## config.mk

```make
export PLATFORM = sky130hd
export DESIGN_NAME = k2_alarm_tx
export DESIGN_NICKNAME = d
export VERILOG_FILES = /design/src/rtl/k2a_pkg.sv /design/src/rtl/k2a_defect_sticky.sv /design/src/rtl/k2a_rdi_hold.sv /design/src/rtl/k2a_kbyte_reg.sv /design/src/rtl/k2_alarm_tx.sv
export SDC_FILE = /design/constraint.sdc
export NUM_CORES = 1
export LEC_CHECK = 0
export BUFFER_PORTS_ARGS = -buffer_cell sky130_fd_sc_hd__buf_2
export CAP_MARGIN = 20
export CORE_MARGIN = 1.5
export CORE_UTILIZATION = 48
export CTS_BUF_LIST = sky130_fd_sc_hd__clkbuf_8
export DETAILED_ROUTE_END_ITERATION = 7
export PLACE_DENSITY = 0.81
export RECOVER_POWER = 25
export SYNTH_ARGS = -nofsm -noshare
export SYNTH_HDL_FRONTEND = slang
export SYNTH_SLANG_ARGS = --single-unit
```

## constraint.sdc

```tcl
create_clock -name clk -period 2.2 [get_ports clk]
set_clock_uncertainty 0.1 [all_clocks]
set_input_delay 0.22 -clock clk [delete_from_list [all_inputs] [get_ports clk]]
set_output_delay 0.22 -clock clk [all_outputs]
set_load 0.02 [all_outputs]
```

## src/rtl/k2a_pkg.sv

```systemverilog
package k2a_pkg;

  localparam int KW     = 8;
  localparam int CODE_W = 3;

  localparam logic [CODE_W-1:0] CODE_AIS = 3'b111;
  localparam logic [CODE_W-1:0] CODE_RDI = 3'b110;

  typedef enum logic [1:0] {
    SRC_CFG = 2'd0,
    SRC_RDI = 2'd1,
    SRC_AIS = 2'd2
  } k2_src_e;

  typedef struct packed {
    logic los;
    logic lof;
    logic ais_l;
  } defect_t;

  localparam int NUM_DEF = $bits(defect_t);

  // Priority: forced AIS, then any live RDI, then configured bits.
  function automatic k2_src_e pick_src(input logic ais_req, input logic rdi_req);
    if (ais_req)      return SRC_AIS;
    else if (rdi_req) return SRC_RDI;
    else              return SRC_CFG;
  endfunction

  function automatic logic [CODE_W-1:0] code_of(input k2_src_e src,
                                                input logic [CODE_W-1:0] cfg_bits);
    case (src)
      SRC_AIS: return CODE_AIS;
      SRC_RDI: return CODE_RDI;
      default: return cfg_bits;
    endcase
  endfunction

  // Defects that ask for RDI when automatic mode is on.
  function automatic logic rdi_cause(input defect_t d, input logic auto_on);
    return auto_on && (d.los || d.lof || d.ais_l);
  endfunction

  // Defects that ask for downstream all-ones fill.
  function automatic logic fill_cause(input defect_t d, input logic fill_on);
    return fill_on && (d.los || d.lof);
  endfunction

endpackage

```

## src/rtl/k2a_defect_sticky.sv

```systemverilog
module k2a_defect_sticky #(
  parameter int N = 3
) (
  input  logic         clk,
  input  logic         rst_n,
  input  logic         frame_start,
  input  logic [N-1:0] def_in,
  output logic [N-1:0] def_seen
);

  logic [N-1:0] held_q;

  for (genvar i = 0; i < N; i++) begin : g_bit
    always_ff @(posedge clk) begin
      if (!rst_n)           held_q[i] <= 1'b0;
      else if (frame_start) held_q[i] <= 1'b0;
      else if (def_in[i])   held_q[i] <= 1'b1;
    end
    // Seen at this boundary: earlier in the frame, or right now.
    assign def_seen[i] = held_q[i] | def_in[i];
  end

endmodule

```

## src/rtl/k2a_rdi_hold.sv

```systemverilog
module k2a_rdi_hold #(
  parameter int HOLD_FRAMES = 20
) (
  input  logic clk,
  input  logic rst_n,
  input  logic frame_start,
  input  logic trig,
  output logic rdi_on,
  output logic hold_live
);

  localparam int CNT_W = $clog2(HOLD_FRAMES + 1);
  localparam logic [CNT_W-1:0] RELOAD = CNT_W'(HOLD_FRAMES - 1);

  logic [CNT_W-1:0] cnt_q;

  always_ff @(posedge clk) begin
    if (!rst_n) begin
      cnt_q <= '0;
    end else if (frame_start) begin
      if (trig)            cnt_q <= RELOAD;
      else if (hold_live)  cnt_q <= cnt_q - 1'b1;
    end
  end

  assign hold_live = (cnt_q != '0);
  assign rdi_on    = trig | hold_live;

endmodule

```

## src/rtl/k2a_kbyte_reg.sv

```systemverilog
module k2a_kbyte_reg
  import k2a_pkg::*;
(
  input  logic          clk,
  input  logic          rst_n,
  input  logic          frame_start,
  input  logic [KW-1:0] k1_next,
  input  logic [KW-1:0] k2_next,
  input  logic          fill_next,
  output logic [KW-1:0] k1_q,
  output logic [KW-1:0] k2_q,
  output logic          fill_q
);

  always_ff @(posedge clk) begin
    if (!rst_n) begin
      k1_q   <= '0;
      k2_q   <= '0;
      fill_q <= 1'b0;
    end else if (frame_start) begin
      k1_q   <= k1_next;
      k2_q   <= k2_next;
      fill_q <= fill_next;
    end
  end

endmodule

```

## src/rtl/k2_alarm_tx.sv

```systemverilog
module k2_alarm_tx
  import k2a_pkg::*;
#(
  parameter int HOLD_FRAMES = 20
) (
  input  logic          clk,
  input  logic          rst_n,
  input  logic          frame_start,
  input  logic          soh_pos,
  input  logic [KW-1:0] cfg_k1,
  input  logic [KW-1:0] cfg_k2,
  input  logic          force_ais,
  input  logic          force_rdi,
  input  logic          auto_rdi_off,
  input  logic          dstream_ais_off,
  input  logic          rx_los,
  input  logic          rx_lof,
  input  logic          rx_ais_l,
  output logic [KW-1:0] tx_k1,
  output logic [KW-1:0] tx_k2,
  output logic          ais_fill
);

  defect_t    def_now;
  defect_t    def_seen;
  logic       bnd_trigger;
  logic       rdi_on;
  logic       hold_live;
  logic       fill_frame_q;
  k2_src_e    src_sel;
  logic [KW-1:0] k2_next;
  logic       fill_next;

  assign def_now = '{los: rx_los, lof: rx_lof, ais_l: rx_ais_l};

  k2a_defect_sticky #(.N(NUM_DEF)) u_sticky (
    .clk         (clk),
    .rst_n       (rst_n),
    .frame_start (frame_start),
    .def_in      (def_now),
    .def_seen    (def_seen)
  );

  assign bnd_trigger = force_rdi | rdi_cause(def_seen, !auto_rdi_off);

  k2a_rdi_hold #(.HOLD_FRAMES(HOLD_FRAMES)) u_hold (
    .clk         (clk),
    .rst_n       (rst_n),
    .frame_start (frame_start),
    .trig        (bnd_trigger),
    .rdi_on      (rdi_on),
    .hold_live   (hold_live)
  );

  assign src_sel   = pick_src(force_ais, rdi_on);
  assign k2_next   = {cfg_k2[KW-1:CODE_W], code_of(src_sel, cfg_k2[CODE_W-1:0])};
  assign fill_next = force_ais | fill_cause(def_seen, !dstream_ais_off);

  k2a_kbyte_reg u_kreg (
    .clk         (clk),
    .rst_n       (rst_n),
    .frame_start (frame_start),
    .k1_next     (cfg_k1),
    .k2_next     (k2_next),
    .fill_next   (fill_next),
    .k1_q        (tx_k1),
    .k2_q        (tx_k2),
    .fill_q      (fill_frame_q)
  );

  assign ais_fill = fill_frame_q & ~soh_pos;

endmodule

```

==> results of run 1 <==
[synthesized netlist by cell type]
cell type / n / area share [%]
a21o_1: 1 / 0.75
a21oi_1: 4 / 2.0
a221oi_2: 1 / 1.5
a22oi_1: 1 / 0.75
a31o_2: 1 / 0.87
a31oi_1: 2 / 1.2
a41o_1: 1 / 1.0
and2_4: 2 / 1.7
buf_1: 1 / 0.37
buf_2: 1 / 0.50
clkbuf_1: 3 / 1.1
dfxtp_1: 25 / 50
ha_1: 1 / 1.2
inv_1: 5 / 1.9
mux2i_1: 13 / 13
nand2b_1: 3 / 1.9
nand3_1: 2 / 1.0
nor2_1: 27 / 10
nor2b_1: 2 / 1.2
nor3_1: 1 / 0.50
nor4_1: 2 / 1.2
o21ai_0: 4 / 2.0
o22ai_1: 1 / 0.62
o311ai_0: 1 / 0.87
o41ai_1: 1 / 0.87
or3_1: 1 / 0.62
or4b_4: 1 / 1.4
[sequential cells by signal (all words and copies together), names as in the netlist]
name / flops
u_kreg.k1_q: 8
u_kreg.k2_q: 8
u_hold.cnt_q: 5
u_sticky.held_q: 3
u_kreg.fill_q: 1
[worst min-delay path: cells and delay by family]
family	cells	cell delay [ns]
buffers and inverters	1	0.08
AND/OR/NAND/NOR	1	0.07
multiplexers	1	0.05
[path summary, 6_finish.rpt]
path | from | to | slack [ns] | cells past startpoint
worst max-delay path | u_hold.cnt_q[0] | u_hold.cnt_q[2] | 0.29 | 6
worst min-delay path | cfg_k1[4] | u_kreg.k1_q[4] | 0.08 | 3
worst max register to register | u_hold.cnt_q[0] | u_hold.cnt_q[2] | 0.29 | 6
worst min register to register | u_sticky.held_q[2] | u_sticky.held_q[2] | 0.39 | 2
[cell type report]
class | count | share of cell area, %
Tap cell | 27 | 2.61
Clock buffer | 3 | 3.19
Multi-Input combinational cell | 73 | 36.0
Sequential cell | 25 | 38.7
Inverter | 5 | 1.45
Clock inverter | 1 | 0.581
Timing Repair Buffer | 45 | 17.4
[cells by family (layout without fill, tap and decap cells)]
group,after synthesis,in the layout,share of synthesized area [%]
buffers and inverters,10,54,3.86
DFF,25,25,49.8
muxes,13,13,13.0
and+or+nand+nor,41,41,19.7
AOI/OAI and AO/OA,18,18,12.5
adders and majority gates,1,1,1.25
[per-stage QoR]
step | power [uW] | hold slack (ns) | util, %
after global placement | 663 | 0.353 | 63.6
after floorplan | 611 | 0.249 | -
after global routing | 983 | 0.0843 | 65.9
after detailed placement | 670 | 0.364 | 63.6
after CTS | 941 | 0.0758 | 66.1
final | 928 | 0.0825 | 65.9
[layer usage]
metal | vias to the layer above | GRT usage [%] | wire, um
met1 | 404 | 20.7 | 888
met3 | 4 | 4.32 | 126
met2 | 32 | 34.2 | 971
li1 | 459 | - | -
met5 | - | 0 | 0
met4 | 0 | 10.5 | 42
[report_power, final]
part	internal, uW	switching, uW
clock	128	143
sequential	481	15.5
combinational	72.4	88.6
==> reports/results.txt, run 1 <==
TritonCTS built the clock tree. Global router's overall resource usage: 19.1%. Number of standard cells after synthesis: 108. The critical path class was reg -> reg. The analysis attributes to cell leakage a power of 0.000652 uW.

For this run, the number of Yosys warnings is 0. In this run the cell area of the synthesized design comes to 0.00100 sq mm. The number of setup buffers added after CTS is 0. The final instance area is 0.00129 sq mm, and the worst slew slack as a fraction of its limit is 44.9%. The initialized floorplan defines 16 standard-cell rows. Counting tap cells, the placed design contains a total of 175 instances. The initial core utilization was 51.2%; the maximum clock path buffer count was 2. The worst path in the final design needs a cycle of 1.91 ns, including I/O delays and setup. At the end of routability-driven placement, the weighted congestion stood at 0.746.

The critical path's top delay family is simple AND/OR/NAND/NOR gates. Data on the critical path is required at its endpoint by 2.27 ns. Worst-path cell with the longest stage delay: or4b_4.

The tools report the clock root buffer as clkbuf_8. Combined area of the multi-input logic cells: 465 sq um. The die area was 0.00238 sq mm. The count of nets left with antenna violations once routing finished came out at 0. Across the whole layout, storage elements account for 500 sq um. The clock reaches the later pin of the worst-skew pair after 0.27 ns.

Across all layers, the routed design uses 899 vias. Compared with the post-synthesis result, the final layout area differs by 28.6%. At the pin with the least slew margin, the transition time is 0.827 ns.

The count of state elements after synthesis was 25. The total count of hold-check failures in the final report was 0; the overall die height was 48.8 um. The final cell count without fillers is 179. For this block, the initial DRC count from the detailed router was 12.

A synthesized cell averages 9.30 sq um. The number of nets produced by synthesis was 136; the worst endpoint data arrival time was 1.98 ns. In the final layout, the share of cells above drive strength 1 is 34.2%. The class of the most critical hold timing path is in -> reg. The tool flagged a number of max-cap violations equal to 0. The number of hold buffers added after CTS was 0.

Sequential cells were found to cover 49.8% of the synthesized design area. The combined buffer and inverter count along the critical path works out to 1. The highest ir drop seen on vdd is 0.481 mV.

The global-route wire length before repair is 3550 um, and the final net count is 181. In this run the horizontal extent of the chip is 48.8 um. In the layout the commonest cells are buf_2, nor2_1, dfxtp_1.

Summed over all layers, the global routing overflow is 0. After detailed routing, the total wire length is 2030 um. In this design, the critical path's most frequently occurring cell is and2_4. For this run, the top clock speed supported by timing is 524 MHz. After filler insertion, the fill cell instance count of the layout stands at 180.

Gates resized during post-CTS repair numbered 0. The critical path goes through inv_1 -> ha_1 -> or4b_4 -> and2_4 -> and2_4 -> a41o_1. In the final routed layout, each cell accounts on average for 11.3 um.

The largest single stage delay on the critical path is 0.49 ns. Setup slack on the critical path of the routed design comes to 0.290 ns. The CTS H-tree depth is 1. The number of placed I/O pins was 44; the number of buffer cells added on primary ports was 43. The via count of the first global-routing pass is 871. The area after detailed placement was 0.00125 sq mm. The number of antenna violations at the first check in global routing was 0; the post-route DRC violation count was 0.

The leading cell type in the layout, fill and taps excluded was buf_2. The logs give 0 ns for the sum of negative setup slack and 0 for the final count of negative-setup-slack endpoints. Number of vias per cell: 5.02.

The power density normalized to cell area works out to 718 mW/mm^2. The clock sink total is 25. The run gives 19 as the maximum number of pins on one net before global-route repair. The clock slew at the register clock pins of the worst setup and hold paths works out to 0.09 ns. Of all nets on the critical path, the largest fanout is 4.

Prior to clock tree synthesis, the placed netlist has a worst setup slack of 0.310 ns. After floorplanning, the core was sized to cover 0.00196 sq mm. The number of pins with negative max-slew slack in the final report was 0. The number of buffers created by CTS is 3.

The flow ran to the end, and the final reports show no timing, DRC or antenna violations. The first detailed-routing pass ran for 4 iterations. Counting distinct cell types in the post-synthesis netlist gives 27.

The worst setup path is captured at a register. The repair_antennas step left the layout with diodes totalling 0. The worst setup path is launched from a register.

The final critical path takes up 86.8% of the cycle. HPWL after detailed placement: 1530 um. Setup repair after global routing left no endpoint under its margin.
Power figures use the tool's default switching activity.
==> run 2, diff against run 1 <==
Settings changed: ABC_AREA set to 1, PLACE_DENSITY 0.81 to 0.92, SETUP_SLACK_MARGIN set to 0.15.
==> run 2 against run 1 <==
Net effect: worst hold slack worse by 0.014 ns; register-to-register slack improved by 0.46 ns; first-iteration DRC count rose to 3.2 times the previous value; sequential share of layout area unchanged; critical path type is now in -> reg; critical endpoint is now u_kreg.fill_q; highest routed layer unchanged.
==> reports/results.txt, run 2 <==
The startpoint identified for the worst hold timing path is cfg_k1[3]. The width of the die came out at 49.5 um (+1.4%). The power density normalized to cell area is 721 mW/mm^2 (+0.36%). The antenna diode count is 0 (unchanged), and the proportion of synthesized area in mux cells is 0% (-13 points). The parity-gate share of the synthesized area counting xor and xnor cells is 0.845% (+0.85 points). dfxtp_1 takes more of the synthesized area than any other cell.

The clock slew at the register clock pins of the worst setup and hold paths was 0.08 ns (about the same); the number of nets produced by synthesis was 163 (+20%). The number of nets with antenna violations after detailed routing came out at 0 (unchanged). Routed wire length per instance: 12.0 um (+5.6%). For the data required time at the worst endpoint, the log shows 2.23 ns (-0.04 ns). The area growth from synthesis to layout is 24.8%. The area of the mapped netlist is 0.00104 sq mm (+3.1%), and the number of buffer cells added on primary ports is 43 (unchanged).

The count of state elements after synthesis came out at 25 (unchanged). Post-route fraction of the period consumed by the critical path: 66.4% (-20 points). The path depth of the worst reg2reg path came out at 8 (+2). Source-to-sink clock delay at the later pin of the worst-skew pair: 0.27 ns (about the same).

The HPWL after detailed placement was 1790 um (+18%). The primary flip-flop cell chosen by synthesis mapping was dfxtp_1. The root buffer cell chosen for the clock tree is clkbuf_8. The number of pins with negative max-slew slack in the final report is 0 (unchanged). Count of cell instances traversed by the critical path: 4 (-2).

The critical path starts at frame_start. The run gives 3 (unchanged) as the number of buffers created by CTS. The share of synthesized cell area in full adder, half adder and majority cells was 1.21% (-0.038 points); the max capacitance violation total was 0 (unchanged). Post-route DRC violation count: 0 (unchanged). The largest registers in the layout are u_kreg.k1_q: 8 flops, u_kreg.k2_q: 8 flops, u_hold.cnt_q: 5 flops.

The total grt overflow is 0 (unchanged), and the highest ir drop seen on vdd is 0.469 mV (-2.4%). The library cells used most frequently in the layout, excluding fill and tap cells, are nor2_1, buf_2, dfxtp_1. The achievable frequency is 685 MHz (+31%).

The run gives 0 (unchanged) as the total count of hold-check failures in the final report. The sum of routed wire length over all layers came out at 2440 um (+20%). The slowest stage of the critical path is the clkinv_1 cell.

The final cell count without fillers is 204 (+14%). Weighted congestion at the end of routability-driven global placement: 0.790 (+5.9%). The peak fanout along the critical path came out at 21 (+17).

Setup repair after global routing left no endpoint under its margin. Number of synthesized flops with an enable pin: 0 (unchanged). The worst hold slack is 0.0680 ns (-0.0145 ns). The tools report the number of hold buffers added after CTS as 0 (unchanged).

The violation count after the first detailed-route iteration was 38 (+26). After synthesis, the largest family of logic cells by area is simple AND/OR/NAND/NOR gates. Via count of the first global-routing pass: 942 (+8.2%). The reg-to-reg startpoint is u_hold.cnt_q[0].

The sum of negative setup slack is 0 ns (unchanged), and the fraction of final layout cells sized beyond drive strength 1 is 27.1% (-7.1 points). STA classifies the critical path startpoint as a primary input. The number of vias per cell is 5.08 (+1.2%), and the post-synthesis cell type count is 23 (-15%). Ranked by total cell area, the synthesized netlist is headed by dfxtp_1, nor2_1, o21ai_0, nand2_1, inv_1. The share of flip-flops with an asynchronous set or reset after synthesis was 0% (unchanged).

The area inside the core boundary came out at 0.00200 sq mm (+2.0%). The number of antenna violations at the first check in global routing is 0 (unchanged). The critical path class is in -> reg.

Maximum number of pins on one net before global-route repair: 22 (+3). The minimum clock period is 1.46 ns (-0.449 ns), and the overall die height is 49.5 um (+1.4%). The overall via count from detail_route is 1037 (+15%). The logs give 0.00245 sq mm (+2.9%) for the die area and 0.000637 uW (-2.3%) for the leakage power figure. STA classifies the critical path endpoint as a register. The synthesized-area fraction occupied by and/or/nand/nor cells was 28.0% (+8.3 points). Worst slack after detailed placement: 0.471 ns (+0.161 ns). The global-route wire length before repair is 4090 um (+15%).

The number of warnings printed during yosys synthesis came out at 0 (unchanged). The maximum single-stage delay on the critical path was 0.50 ns (about the same). Number of standard cells after synthesis: 135 (+25%). The count of cells resized by post-cts repair is 0 (unchanged). Sorting the synthesized cells by how often they occur yields nor2_1, dfxtp_1, nand2_1, o21ai_0, inv_1. Maximum clock path buffer count: 2 (unchanged). The min-delay analysis places its worst path in the category in -> reg. The cell family contributing the most delay on the critical path is buffers and inverters. The area fraction in compound gates after synthesis works out to 14.5% (+2.0 points). The initial core utilization was 51.8% (+0.54 points). Number of setup buffers added after CTS: 0 (unchanged). Among all cell types in the netlist, the one instantiated most often is nor2_1. The logs give 1 (unchanged) for the CTS H-tree depth and 0 (unchanged) for the final count of negative-setup-slack endpoints.

The final net count was 206 (+14%); the combined buffer and inverter count along the critical path was 2 (+1). The run gives 21.8% (+2.7 points) as the global router's overall resource usage. The tools report the number of detailed-route iterations in the first pass as 4 (unchanged). Register area share after synthesis: 48.3% (-1.5 points). The run gives 67.1% (+22 points) as the worst slew slack as a fraction of its limit. The proportion of netlist area held by the largest area contributor works out to 48.3% (-1.5 points). The run gives 0.740 ns (+0.449 ns) as the smallest setup slack after layout. The worst endpoint data arrival time was 1.49 ns (-0.49 ns). Clock sink total: 25 (unchanged). TritonCTS built the clock tree. The instance count after placement with tap cells included is 200 (+14%), and the slew at the pin with the worst max-slew slack is 0.490 ns (-0.337 ns). The signal on the critical path passes through buf_2 -> clkinv_1 -> nor2_1 -> a221oi_1. Site row count: 16 (unchanged). The flow ran to the end, and the final reports show no timing, DRC or antenna violations. The number of cells on the worst hold path was 3 (unchanged).

The number of placed I/O pins was 44 (unchanged). Mean post-synth cell area: 7.67 sq um (-18%).
-- run 2: logic make-up after synthesis --
logic type                 after synthesis
adders and majority gates                1
AOI/OAI and AO/OA                       26
buffers and inverters                   18
DFF                                     25
and+or+nand+nor                         64
xor gates and xnor gates                 1
-- run 2: worst reg2reg max path: stages, from the launching register on --
cell and delay [ns]:
dfxtp_1 0.32, inv_1 0.11, ha_1 0.21, nand3_2 0.10
nor2_2 0.13, nand3_2 0.12, nand2_4 0.10, nand2_1 0.06
a21oi_1 0.14
-- run 2: cell type report --
class	count	area, sq um
fill	181	709
sequential	25	500
multi-input combinational	92	462
timing repair buffer	43	203
inverter	13	48.8
clock buffer	3	41.3
tap	27	33.8
clock inverter	1	3.75
-- run 2: power breakdown --
group / total [uW] / switching, uW / internal, uW
Clock: 264 / 139 / 125
Combinational: 171 / 110 / 61.3
Sequential: 497 / 14.3 / 483
Total: 932 / 263 / 669
-- run 2: final timing paths --
path	slack, ns	end
worst max-delay path	0.74	u_kreg.fill_q
worst min-delay path	0.07	u_kreg.k1_q[3]
worst max register to register	0.75	u_hold.cnt_q[2]
worst min register to register	0.39	u_kreg.k2_q[4]
-- run 2: stage by stage --
step                      utilization (%)  instance area, sq um  power [uW]
final                                64.6                  1290         932
after global routing                 64.6                  1290         972
after CTS                            65.2                  1310         935
after detailed placement             62.9                  1260         679
after global placement               62.9                  1260         670
after floorplan                         -                  1040         617
-- run 2: routing by layer --
layer  track usage, %  up-vias  wire length (um)
met1             24.6      484              1050
met5                0        -                 0
met2             39.2       33              1220
li1                 -      515                 -
met3             2.73        5               110
met4             13.0        0                54
